[src/rtl/coh_dir_pkg.sv]
package coh_dir_pkg;
  // directory entry states
  localparam logic [1:0] DS_INV = 2'd0;
  localparam logic [1:0] DS_SHR = 2'd1;
  localparam logic [1:0] DS_EXC = 2'd2;
  // incoming request kinds
  localparam logic [1:0] RQ_READ  = 2'd0;
  localparam logic [1:0] RQ_EXCL  = 2'd1;
  localparam logic [1:0] RQ_WBACK = 2'd2;
  localparam logic [1:0] RQ_IACK  = 2'd3;
  // outgoing message kinds
  localparam logic [2:0] MS_DATA  = 3'd0;
  localparam logic [2:0] MS_FWD   = 3'd1;
  localparam logic [2:0] MS_INV   = 3'd2;
  localparam logic [2:0] MS_GRANT = 3'd3;
  localparam logic [2:0] MS_BUSY  = 3'd4;
endpackage

[src/rtl/coh_dir_store.sv]
module coh_dir_store
  import coh_dir_pkg::*;
#(
  parameter int N_NODES = 4,
  parameter int BLK_AW  = 4
) (
  input  logic               clk,
  input  logic               rst,
  input  logic [BLK_AW-1:0]  rd_addr,
  output logic [1:0]         rd_state,
  output logic [N_NODES-1:0] rd_sharers,
  input  logic               we,
  input  logic [BLK_AW-1:0]  wr_addr,
  input  logic [1:0]         wr_state,
  input  logic [N_NODES-1:0] wr_sharers
);
  localparam int DEPTH = 1 << BLK_AW;
  localparam int EW    = N_NODES + 2;

  logic [EW-1:0] mem [DEPTH];
  logic [EW-1:0] rd_q;

  always_ff @(posedge clk) begin
    if (we) mem[wr_addr] <= {wr_state, wr_sharers};
    rd_q <= mem[rd_addr];
  end

  assign rd_state   = rd_q[EW-1 -: 2];
  assign rd_sharers = rd_q[N_NODES-1:0];

  a_r6_excl_single_owner: assert property (@(posedge clk) disable iff (rst)
    (we && wr_state == DS_EXC) |-> ($countones(wr_sharers) == 1));
  a_r8_invalid_empty: assert property (@(posedge clk) disable iff (rst)
    (we && wr_state == DS_INV) |-> (wr_sharers == '0));
  a_r2_shared_nonempty: assert property (@(posedge clk) disable iff (rst)
    (we && wr_state == DS_SHR) |-> (wr_sharers != '0));
endmodule

[src/rtl/coh_lowest_one.sv]
module coh_lowest_one #(
  parameter int W  = 4,
  parameter int IW = (W > 1) ? $clog2(W) : 1
) (
  input  logic [W-1:0]  vec,
  output logic [IW-1:0] idx
);
  always_comb begin
    idx = '0;
    for (int i = W - 1; i >= 0; i--) begin
      if (vec[i]) idx = IW'(i);
    end
  end
endmodule

[src/rtl/coh_ack_counter.sv]
module coh_ack_counter #(
  parameter int CW = 3
) (
  input  logic          clk,
  input  logic          rst,
  input  logic          load,
  input  logic [CW-1:0] load_val,
  input  logic          dec,
  output logic          last
);
  logic [CW-1:0] cnt;

  always_ff @(posedge clk) begin
    if (rst)       cnt <= '0;
    else if (load) cnt <= load_val;
    else if (dec)  cnt <= cnt - 1'b1;
  end

  assign last = (cnt == CW'(1));

  a_r6_no_underflow: assert property (@(posedge clk) disable iff (rst)
    dec |-> (cnt != '0));
  a_r6_load_nonzero: assert property (@(posedge clk) disable iff (rst)
    load |-> (load_val != '0 && !dec));
endmodule

[src/rtl/coh_dir_home.sv]
module coh_dir_home
  import coh_dir_pkg::*;
#(
  parameter int N_NODES = 4,
  parameter int BLK_AW  = 4,
  parameter int NID_W   = $clog2(N_NODES)
) (
  input  logic              clk,
  input  logic              rst,
  input  logic              req_valid,
  output logic              req_ready,
  input  logic [1:0]        req_type,
  input  logic [NID_W-1:0]  req_src,
  input  logic [BLK_AW-1:0] req_blk,
  output logic              msg_valid,
  input  logic              msg_ready,
  output logic [2:0]        msg_type,
  output logic [NID_W-1:0]  msg_dst,
  output logic [NID_W-1:0]  msg_src,
  output logic [BLK_AW-1:0] msg_blk
);
  localparam int CNT_W = $clog2(N_NODES + 1);

  typedef enum logic [2:0] {S_INIT, S_IDLE, S_LOOK, S_SEND, S_INVS} fsm_e;
  fsm_e st;

  logic [BLK_AW-1:0]  init_ptr;
  logic [1:0]         cur_type;
  logic [NID_W-1:0]   cur_src;
  logic [BLK_AW-1:0]  cur_blk;
  logic               pend;
  logic [NID_W-1:0]   pend_src;
  logic [BLK_AW-1:0]  pend_blk;
  logic [N_NODES-1:0] inv_mask;

  logic [1:0]         rd_state;
  logic [N_NODES-1:0] rd_sh;
  logic               dir_we;
  logic [BLK_AW-1:0]  dir_waddr;
  logic [1:0]         dir_wstate;
  logic [N_NODES-1:0] dir_wsh;

  logic [N_NODES-1:0] reqbit, others;
  logic [CNT_W-1:0]   others_cnt;
  logic [NID_W-1:0]   owner_idx, inv_idx;
  logic               acc, ack_hit, ack_last, ack_load, is_exc, req_owns;

  logic               mv_q;
  logic [2:0]         mt_q;
  logic [NID_W-1:0]   md_q, ms_q;
  logic [BLK_AW-1:0]  mb_q;

  coh_dir_store #(.N_NODES(N_NODES), .BLK_AW(BLK_AW)) i_store (
    .clk(clk), .rst(rst),
    .rd_addr(req_blk), .rd_state(rd_state), .rd_sharers(rd_sh),
    .we(dir_we), .wr_addr(dir_waddr), .wr_state(dir_wstate), .wr_sharers(dir_wsh)
  );

  coh_lowest_one #(.W(N_NODES), .IW(NID_W)) i_owner (.vec(rd_sh), .idx(owner_idx));
  coh_lowest_one #(.W(N_NODES), .IW(NID_W)) i_invpick (.vec(inv_mask), .idx(inv_idx));

  assign req_ready = (st == S_IDLE);
  assign acc       = req_valid && req_ready;
  assign ack_hit   = acc && req_type == RQ_IACK && pend && req_blk == pend_blk;
  assign reqbit    = {{(N_NODES-1){1'b0}}, 1'b1} << cur_src;
  assign others    = rd_sh & ~reqbit;
  assign is_exc    = (rd_state == DS_EXC);
  assign req_owns  = is_exc && rd_sh[cur_src];
  assign ack_load  = (st == S_LOOK) && cur_type == RQ_EXCL && others != '0;

  always_comb begin
    others_cnt = '0;
    for (int i = 0; i < N_NODES; i++) others_cnt = others_cnt + CNT_W'(others[i]);
  end

  coh_ack_counter #(.CW(CNT_W)) i_acks (
    .clk(clk), .rst(rst), .load(ack_load), .load_val(others_cnt),
    .dec(ack_hit), .last(ack_last)
  );

  // directory update: clearing sweep after reset, then one write per lookup
  always_comb begin
    dir_we     = 1'b0;
    dir_waddr  = cur_blk;
    dir_wstate = DS_INV;
    dir_wsh    = '0;
    if (st == S_INIT) begin
      dir_we    = 1'b1;
      dir_waddr = init_ptr;
    end else if (st == S_LOOK) begin
      case (cur_type)
        RQ_READ: if (!req_owns) begin
          dir_we     = 1'b1;
          dir_wstate = DS_SHR;
          dir_wsh    = rd_sh | reqbit;
        end
        RQ_EXCL: begin
          dir_we     = 1'b1;
          dir_wstate = DS_EXC;
          dir_wsh    = reqbit;
        end
        RQ_WBACK: if (req_owns) dir_we = 1'b1;
        default: ;
      endcase
    end
  end

  always_ff @(posedge clk) begin
    if (rst) begin
      st       <= S_INIT;
      init_ptr <= '0;
      cur_type <= '0;
      cur_src  <= '0;
      cur_blk  <= '0;
      pend     <= 1'b0;
      pend_src <= '0;
      pend_blk <= '0;
      inv_mask <= '0;
      mv_q     <= 1'b0;
      mt_q     <= '0;
      md_q     <= '0;
      ms_q     <= '0;
      mb_q     <= '0;
    end else begin
      case (st)
        S_INIT: begin
          init_ptr <= init_ptr + 1'b1;
          if (init_ptr == '1) st <= S_IDLE;
        end
        S_IDLE: if (acc) begin
          if (req_type == RQ_IACK) begin
            if (ack_hit && ack_last) begin
              pend <= 1'b0;
              mv_q <= 1'b1; mt_q <= MS_GRANT;
              md_q <= pend_src; ms_q <= pend_src; mb_q <= pend_blk;
              st   <= S_SEND;
            end
          end else if (pend && (req_blk == pend_blk || req_type == RQ_EXCL)) begin
            mv_q <= 1'b1; mt_q <= MS_BUSY;
            md_q <= req_src; ms_q <= req_src; mb_q <= req_blk;
            st   <= S_SEND;
          end else begin
            cur_type <= req_type;
            cur_src  <= req_src;
            cur_blk  <= req_blk;
            st       <= S_LOOK;
          end
        end
        S_LOOK: begin
          st   <= S_IDLE;
          ms_q <= cur_src;
          mb_q <= cur_blk;
          md_q <= cur_src;
          case (cur_type)
            RQ_READ: if (!req_owns) begin
              mv_q <= 1'b1;
              st   <= S_SEND;
              if (is_exc) begin
                mt_q <= MS_FWD;
                md_q <= owner_idx;
              end else begin
                mt_q <= MS_DATA;
              end
            end
            RQ_EXCL: if (others == '0) begin
              mv_q <= 1'b1; mt_q <= MS_GRANT;
              st   <= S_SEND;
            end else begin
              inv_mask <= others;
              pend     <= 1'b1;
              pend_src <= cur_src;
              pend_blk <= cur_blk;
              st       <= S_INVS;
            end
            default: ;
          endcase
        end
        S_SEND: if (msg_ready) begin
          mv_q <= 1'b0;
          st   <= S_IDLE;
        end
        S_INVS: if (!mv_q || msg_ready) begin
          if (inv_mask != '0) begin
            mv_q <= 1'b1; mt_q <= MS_INV;
            md_q <= inv_idx; ms_q <= pend_src; mb_q <= pend_blk;
            inv_mask <= inv_mask & ~({{(N_NODES-1){1'b0}}, 1'b1} << inv_idx);
          end else begin
            mv_q <= 1'b0;
            st   <= S_IDLE;
          end
        end
        default: st <= S_IDLE;
      endcase
    end
  end

  assign msg_valid = mv_q;
  assign msg_type  = mt_q;
  assign msg_dst   = md_q;
  assign msg_src   = ms_q;
  assign msg_blk   = mb_q;

  a_r9_msg_hold: assert property (@(posedge clk) disable iff (rst)
    (msg_valid && !msg_ready) |=> (msg_valid && $stable(msg_type) && $stable(msg_dst)
                                   && $stable(msg_src) && $stable(msg_blk)));
  a_r5_no_self_inv: assert property (@(posedge clk) disable iff (rst)
    (msg_valid && msg_type == MS_INV) |-> (msg_dst != msg_src));
  a_r7_busy_needs_lock: assert property (@(posedge clk) disable iff (rst)
    (msg_valid && msg_type == MS_BUSY) |-> pend);
  a_r6_grant_unlocked: assert property (@(posedge clk) disable iff (rst)
    (msg_valid && msg_type == MS_GRANT) |-> !pend);
  a_r9_ready_when_quiet: assert property (@(posedge clk) disable iff (rst)
    req_ready |-> !msg_valid);
endmodule

[config.mk]
export PLATFORM = sky130hd
export DESIGN_NAME = coh_dir_home
export DESIGN_NICKNAME = d
export VERILOG_FILES = /design/src/rtl/coh_dir_pkg.sv /design/src/rtl/coh_dir_store.sv /design/src/rtl/coh_lowest_one.sv /design/src/rtl/coh_ack_counter.sv /design/src/rtl/coh_dir_home.sv
export SDC_FILE = /design/constraint.sdc
export NUM_CORES = 1
export LEC_CHECK = 0
export BUFFER_PORTS_ARGS = -buffer_cell sky130_fd_sc_hd__buf_4
export CAP_MARGIN = 10
export CORE_MARGIN = 4
export CORE_UTILIZATION = 40
export CTS_CLUSTER_DIAMETER = 30
export DETAILED_ROUTE_END_ITERATION = 10
export MAX_ROUTING_LAYER = met4
export PLACE_DENSITY = 0.65
export SYNTH_ARGS = -nofsm -noshare
export SYNTH_HDL_FRONTEND = slang
export SYNTH_SLANG_ARGS = --single-unit
[constraint.sdc]
create_clock -name clk -period 5.2 [get_ports clk]
set_input_delay 1.04 -clock clk [delete_from_list [all_inputs] [get_ports clk]]
set_output_delay 1.04 -clock clk [all_outputs]
set_load 0.01 [all_outputs]
==> results.toml, run 1 <==
[timing]
hold_slack_ns = 0.474
slew_viol_final = 0
fmax_ghz = 0.314
final.min_clock_period_ns = 3.19
fin_setup_tns_ns = 0
hold_viol_final = 0
tightest_slew_ns = 1.08
setup_slack_ns = 2.01
skew_ns = 0.00967
period_share = 0.613
rsz0062_at_grt = "no"
slew_headroom = 0.279
setup-violations-final = 0

[finish]
drive_gt1_frac = 0.192
final_nets = 516
n_antenna_cell = 0
fillers = 1399
finalNonFillerCells = 721
final_area_mm2 = 0.00719
final_core_util = 0.470
area_growth_pct = 14.0

[grt]
grt-ovfl-total = 0
track_usage = 0.172
grt_max_degree = 43
grt_pass1_vias = 3932
antenna_found_initial = 0
grt_pass1_wl_um = 22400

[pwr]
power.switching_mw = 1.10
vdd_drop_max_mv = 0.247
p_seq_frac = 0.436
p_leak_nw = 2.44
combPwrFrac = 0.244
p_int_mw = 2.41
swShare = 0.313
clockPowerShare = 0.320
power_density_mw_per_mm2 = 488
power.total_mw = 3.51

[worst_setup_path]
critPathMaxFanout = 12
critPathBufInv = 1
critPathCaptureType = "flip-flop"
critPathArrivalTime_ns = 3.47
worstPathRequired_ns = 5.48
critPathLaunchType = "flip-flop"
path_cells = "inv_1 > o21ai_0 > ha_1 > or3b_2 > o21ai_0 > a21oi_1 > and2_1 > o31ai_1 > a21oi_1"
timing.critical_path.max_delay_family = "compound AO/OA/AOI/OAI gates"
worstSetupPathType = "reg2reg"
max_stage_delay_ns = 0.61
rrSetupSlack_ns = 2.01
crit_path_top_delay_cell = "dfxtp_1"

[placement]
gp_congestion = 0.843
post-place-ws_ns = 1.91
placed_area_mm2 = 0.00663
numPortBuffers = 24
post-place-cells = 688
dp_hpwl_um = 9430

[die]
die_h_um = 134
die_area_mm2 = 0.0178
core_mm2 = 0.0153
die_w_um = 134
io_pins = 25
start_util = 0.412
row_count = 45

[clock_tree]
clk_latency_ns = 0.42
clk_path_buf_depth = 2
clock-root-buffer = "clkbuf_16"
cts_tree = "built"
clk_pin_slew_ns = 0.06
post-cts-setup-buffer-count = 0
post_cts_resize_count = 0
cts_hold_buf = 0
cts-htree-levels = 4
cts_sinks = 143
cts_made_buffers = 17

[detailed_routing]
routedWlPerCell_um = 19.5
drt-pass1-iter-count = 5
drt-initial-drc-count = 379
drc_errors = 0
vias = 4037
routed_wl_um = 14000
final_antenna_net_count = 0
vias_per_cell = 5.60

[synth]
ys_seq_elements = 143
yosysMostFrequentCell = "edfxtp_1"
synth.mux.area_fraction = 0.130
synthXorXnorAreaFrac = 0.0153
ys.flop_type = "edfxtp_1"
async_flop_share = 0
synth_area_mm2 = 0.00631
syn_nets = 498
synth_top_area_frac = 0.457
syn_avg_cell_area_um2 = 13.2
synth_warnings = 0
yosys-top-cells-area = "edfxtp_1 46%, dfxtp_1 15%, mux4_2 11%"
synth_fa_ha_area_frac = 0.0151
yosysSeqAreaShare = 0.606
yosys.area_share.simple = 0.107
synth_edf_count = 96
ys_types = 58
synth_top_area_cell = "edfxtp_1"
synth.top_cells.by_count = "96 x edfxtp_1, 60 x nor2_1, 47 x dfxtp_1"
synthCells = 479
synth_top_family_by_area = "multiplexers"
synth_compound_area_frac = 0.0956

[job]
cap_violations = 0

[hold_path]
hp-class = "reg2reg"

[outcome]
status = "complete, no violations"
worst reg2reg max path: cells and delay by family (launching register included):
family / cells / cell delay (ns)
AOI/OAI and AO/OA: 5 / 1.34
buffers and inverters: 1 / 0.17
DFF: 1 / 0.61
and+or+nand+nor: 2 / 0.66
adders and majority gates: 1 / 0.26
state kept, by name (all words and copies together), names as in the netlist, 4 cells and up:
register,cells
msg_blk,4
i_store.rd_q,6
pend_blk,4
cur_blk,4
i_store.mem,96
inv_mask,4
init_ptr,4
layer usage:
layer  track usage  wire, um  up-vias
met4        0.0606       188        0
met1         0.221      5980     2012
met2         0.262      6830      146
met5             -         0        -
li1              -         -     1866
met3        0.0483      1020       13
area by class of cell:
type | count | area, um^2 | area share
Multi-Input combinational cell | 293 | 2290 | 0.319
Sequential cell | 143 | 3820 | 0.532
Inverter | 15 | 56.3 | 0.00783
Timing Repair Buffer | 27 | 206 | 0.0287
Clock inverter | 14 | 119 | 0.0165
Clock buffer | 18 | 429 | 0.0597
Tap cell | 211 | 264 | 0.0367
path summary, 6_finish.rpt:
check           startpoint            end  cells past startpoint
max             cur_src[0]      msg_valid                      9
min          i_acks.cnt[1]  i_acks.cnt[1]                      2
max reg2reg     cur_src[0]      msg_valid                      9
min reg2reg  i_acks.cnt[1]  i_acks.cnt[1]                      2
cells in the final DEF (no fill, tap or decap), drive strengths merged, types with 4 or more instances in the layout:
cell type | netlist | layout
edfxtp | 96 | 96
nor2 | 60 | 60
dfxtp | 47 | 47
nand2 | 34 | 34
mux4 | 30 | 30
buf | 12 | 27
a21oi | 26 | 26
clkbuf | 16 | 18
inv | 15 | 17
mux2i | 12 | 12
nand2b | 10 | 10
o21ai | 9 | 9
nor3 | 9 | 9
a211oi | 8 | 8
clkinv | 0 | 8
a31oi | 7 | 7
xnor2 | 7 | 7
ha | 6 | 6
nor2b | 5 | 5
a32oi | 5 | 5
a222oi | 5 | 5
nand3b | 4 | 4
xor2 | 4 | 4
or2 | 4 | 4
a311oi | 4 | 4
or3b | 4 | 4
power groups by stage:
| stage | sequential, mW | combinational [mW] | clock, mW |
|---|---|---|---|
| 6_report | 1.53 | 0.858 | 1.12 |
| 5_1_grt | 1.55 | 0.943 | 1.20 |
| 4_1_cts | 1.53 | 0.857 | 1.14 |
| 3_5_place_dp | 1.56 | 0.850 | 0 |
| 3_3_place_gp | 1.54 | 0.830 | 0 |
| 2_1_floorplan | 1.53 | 0.610 | 0 |
cell families after synthesis:
kind of cell / Yosys count
flip-flops: 143
AO/OA/AOI/OAI: 87
adder cells (fa/ha/maj): 7
buffers and inverters: 43
multiplexers: 44
XOR/XNOR: 11
AND/OR/NAND/NOR: 144
No activity file was read; power rests on OpenSTA's default activity.
==> run 2, diff against run 1 <==
Clock period 5.2 ns to 3 ns, I/O delays scaled along.
==> results.toml, run 2 (synthesized netlist as in run 1, its figures left out) <==
[outcome]
status = "complete, no violations"

[grt]
grt_pass1_wl_um = 22100
grt-ovfl-total = 0
track_usage = 0.168
antenna_found_initial = 0
grt_max_degree = 43
grt_pass1_vias = 3967

[placement]
placed_area_mm2 = 0.00682
numPortBuffers = 24
dp_hpwl_um = 9480
gp_congestion = 0.885

[finish]
area_growth_pct = 16.8
final_area_mm2 = 0.00737
final_cell_mix = "96 x edfxtp_1, 60 x nor2_1, 51 x buf_4"
final_nets = 540
drive_gt1_frac = 0.228
largest_reg_flops = 96
final_common_cell = "edfxtp_1"
largest_register = "i_store.mem"
reg.largest.list = "i_store.mem x96, i_store.rd_q x6"
n_antenna_cell = 0

[pwr]
swShare = 0.310
combPwrFrac = 0.256
p_leak_nw = 2.57
p_seq_frac = 0.429
power.switching_mw = 1.91
clockPowerShare = 0.315
p_int_mw = 4.25
power_density_mw_per_mm2 = 836
vdd_drop_max_mv = 0.387

[die]
die_h_um = 134
start_util = 0.412
io_pins = 25
core_mm2 = 0.0153
die_area_mm2 = 0.0178
row_count = 45
die_w_um = 134

[worst_setup_path]
worstPathRequired_ns = 3.05
worstSetupPathType = "reg2reg"
critPathMaxFanout = 16
crit_path_top_delay_cell = "nor2_1"
worstSetupPathDepth = 5
max_stage_delay_ns = 0.90
timing.critical_path.max_delay_family = "simple AND/OR/NAND/NOR gates"
critPathCaptureType = "flip-flop"
critPathArrivalTime_ns = 2.88
critPathLaunchType = "flip-flop"
critPathBufInv = 0
path_cells = "mux2i_1 > o221a_2 > or2_2 > a32oi_1 > nor2_1"
reg2reg_depth = 5

[timing]
final.min_clock_period_ns = 2.83
skew_ns = 0.00728
fmax_ghz = 0.353
period_share = 0.944
fin_setup_tns_ns = 0
tightest_slew_ns = 1.19
slew_viol_final = 0
rsz0062_at_grt = "no"
hold_viol_final = 0
setup-violations-final = 0
slew_headroom = 0.204

[detailed_routing]
drt-initial-drc-count = 335
routedWlPerCell_um = 18.7
routed_wl_um = 14000
vias = 4060
vias_per_cell = 5.45
drt-pass1-iter-count = 6
final_antenna_net_count = 0
drc_errors = 0

[job]
cap_violations = 0

[clock_tree]
clk_latency_ns = 0.42
clock-root-buffer = "clkbuf_16"
cts_hold_buf = 0
clk_pin_slew_ns = 0.06
clk_path_buf_depth = 2
cts_tree = "built"
cts_sinks = 143
cts_made_buffers = 17
cts-htree-levels = 4

[hold_path]
hp-class = "in2reg"
hold_path_depth = 3
[run 2: area by class of cell]
cell class	count	area, um^2
Multi-Input combinational cell	293	2290
Fill cell	1329	7950
Inverter	15	56.3
Clock buffer	19	433
Sequential cell	143	3820
Clock inverter	13	115
Tap cell	211	264
Timing Repair Buffer	51	383
[run 2: final timing paths]
kind | startpoint | endpoint | slack [ns]
worst max-delay path | cur_src[0] | i_store.mem[2][0] | 0.17
worst min-delay path | req_src[1] | cur_src[1] | 0.45
worst max register to register | cur_src[0] | i_store.mem[2][0] | 0.17
worst min register to register | i_acks.cnt[1] | i_acks.cnt[1] | 0.48
[run 2: repair_timing]
item | in CTS | in global routing
endpoints found under the setup margin | 0 | 2
resized for setup | 0 | 1
setup buffers | 0 | 0
[run 2: power by group through the flow]
stage | registers (mW) | logic, mW | clock network [mW]
after CTS | 2.65 | 1.59 | 1.97
after detailed placement | 2.69 | 1.57 | 0
after global routing | 2.68 | 1.74 | 2.05
final | 2.64 | 1.57 | 1.94
after global placement | 2.67 | 1.55 | 0
after floorplan | 2.65 | 1.06 | 0
[run 2: worst register-to-register path, cell delays in order, from the launching register on]
cell and delay [ns]:
dfxtp_1 0.58, mux2i_1 0.39, o221a_2 0.33, or2_2 0.16, a32oi_1 0.10, nor2_1 0.90
[run 2: routing by layer]
| metal | up-vias | global-route usage | wire, um |
|---|---|---|---|
| met5 | - | - | 0 |
| met1 | 1994 | 0.208 | 5900 |
| li1 | 1905 | - | - |
| met4 | 0 | 0.0686 | 297 |
| met2 | 136 | 0.268 | 6920 |
| met3 | 25 | 0.0385 | 851 |
[run 2: through the flow]
step	hold WS (ns)	setup WS, ns	total power, mW	utilization	std cells
6_report	0.455	0.168	6.16	0.481	745
5_1_grt	0.453	0.0140	6.47	0.481	745
4_1_cts	0.442	0.205	6.21	0.481	745
3_5_place_dp	0.466	0.205	4.26	0.445	713
3_3_place_gp	0.451	0.405	4.22	0.445	713
2_1_floorplan	0.444	0.532	3.70	-	479
==> run 3, diff against run 2 <==
Settings changed: CORE_ASPECT_RATIO set to 1.75.
==> results.toml, run 3 (synthesized netlist as in run 1, its figures left out) <==
[outcome]
status = "complete, no violations"

[timing]
final.min_clock_period_ns = 2.76
fin_setup_tns_ns = 0
hold_viol_final = 0
rsz0062_at_grt = "no"
tightest_slew_ns = 1.10
fmax_ghz = 0.363
slew_headroom = 0.266
slew_viol_final = 0
period_share = 0.919
setup-violations-final = 0
hold_slack_ns = 0.448
skew_ns = 0.0103

[clock_tree]
clk_path_buf_depth = 2
post_cts_resize_count = 0
cts_hold_buf = 0
clk_latency_ns = 0.42
clk_pin_slew_ns = 0.07
cts_made_buffers = 17
clock-root-buffer = "clkbuf_16"
cts_tree = "built"
post-cts-setup-buffer-count = 0
cts-htree-levels = 4
cts_sinks = 143

[grt]
grt_max_degree = 43
grt-ovfl-total = 0
track_usage = 0.179
grt_pass1_wl_um = 23000
antenna_found_initial = 0
grt_pass1_vias = 4114

[worst_setup_path]
crit_path_top_delay_cell = "nor2_1"
critPathCaptureType = "flip-flop"
worstSetupPathType = "reg2reg"
critPathLaunchType = "flip-flop"
rrSetupSlack_ns = 0.24
path_cells = "mux2i_1 > o221a_2 > or2_2 > a32oi_1 > nor2_1"
r2r_start = "cur_src[0]"
max_stage_delay_ns = 0.84
reg2reg_depth = 5
critPathArrivalTime_ns = 2.81
r2r-end = "i_store.mem[7][0]"
critPathMaxFanout = 16
worstPathRequired_ns = 3.06

[detailed_routing]
vias = 4095
drt-initial-drc-count = 281
drt-pass1-iter-count = 5
final_antenna_net_count = 0
drc_errors = 0
vias_per_cell = 5.69
routedWlPerCell_um = 20.6
routed_wl_um = 14800

[die]
core_mm2 = 0.0155
die_area_mm2 = 0.0179
die_h_um = 174
io_pins = 25
start_util = 0.408
die_w_um = 103
row_count = 60

[finish]
final_cell_mix = "96 x edfxtp_1, 60 x nor2_1, 51 x buf_4"
reg.largest.list = "i_store.mem x96, i_store.rd_q x6"
final_nets = 540
area_growth_pct = 16.3
final_common_cell = "edfxtp_1"
largest_register = "i_store.mem"
n_antenna_cell = 0
drive_gt1_frac = 0.230
largest_reg_flops = 96

[placement]
numPortBuffers = 24
dp_hpwl_um = 10800
gp_congestion = 0.874

[hold_path]
min_from = "req_src[1]"
hp-class = "in2reg"
hold_path_depth = 3
min_to = "cur_src[1]"

[pwr]
p_leak_nw = 2.56
power_density_mw_per_mm2 = 842
vdd_drop_max_mv = 0.359

[job]
cap_violations = 0
## run 3: critical path: cells and delay by family (launching register included)
kind            cells  cell delay, ns
compound gates      2            0.42
flops               1            0.60
mux                 1            0.37
simple gates        2            1.00
## run 3: stage by stage
step                      worst slack, ns  cells  utilization  total power [mW]  instance area, um^2
final                               0.243    720        0.474              6.17                 7330
after CTS                           0.276    720        0.474              6.22                 7330
after global placement              0.457    688        0.439              4.21                 6780
after global routing               0.0111    720        0.474              6.49                 7330
after detailed placement            0.280    688        0.439              4.26                 6780
after floorplan                     0.532    479            -              3.70                 6310
## run 3: how the worst max path moves through the flow
stage | from | end | slack (ns) | cells past startpoint
after floorplan | cur_src[0] | st[0] | 0.53 | 10
after global placement | cur_src[0] | i_store.mem[14][0] | 0.46 | 5
after detailed placement | cur_src[0] | i_store.mem[7][2] | 0.28 | 5
after CTS | cur_src[0] | i_store.mem[1][2] | 0.28 | 5
after global routing | cur_src[0] | i_store.mem[7][0] | 0.01 | 5
final | cur_src[0] | i_store.mem[7][0] | 0.24 | 5
## run 3: cell type report
| type | count | area (um^2) |
|---|---|---|
| Clock buffer | 18 | 429 |
| Clock inverter | 14 | 119 |
| Fill cell | 1352 | 8130 |
| Inverter | 15 | 56.3 |
| Multi-Input combinational cell | 293 | 2290 |
| Sequential cell | 143 | 3820 |
| Tap cell | 186 | 233 |
| Timing Repair Buffer | 51 | 383 |
## run 3: power breakdown
group	leakage (nW)	internal, mW	total, mW	switching [mW]
Combinational	1.05	0.629	1.57	0.945
Sequential	1.26	2.47	2.64	0.165
Clock	0.255	1.08	1.96	0.875
Total	2.56	4.19	6.17	1.99
## run 3: routing by layer
metal | GRT usage | routed length, um | part of all wire
met5 | - | 0 | 0
met4 | 0.0994 | 748 | 0.050
met3 | 0.0365 | 487 | 0.033
met2 | 0.307 | 8300 | 0.56
met1 | 0.185 | 5310 | 0.36
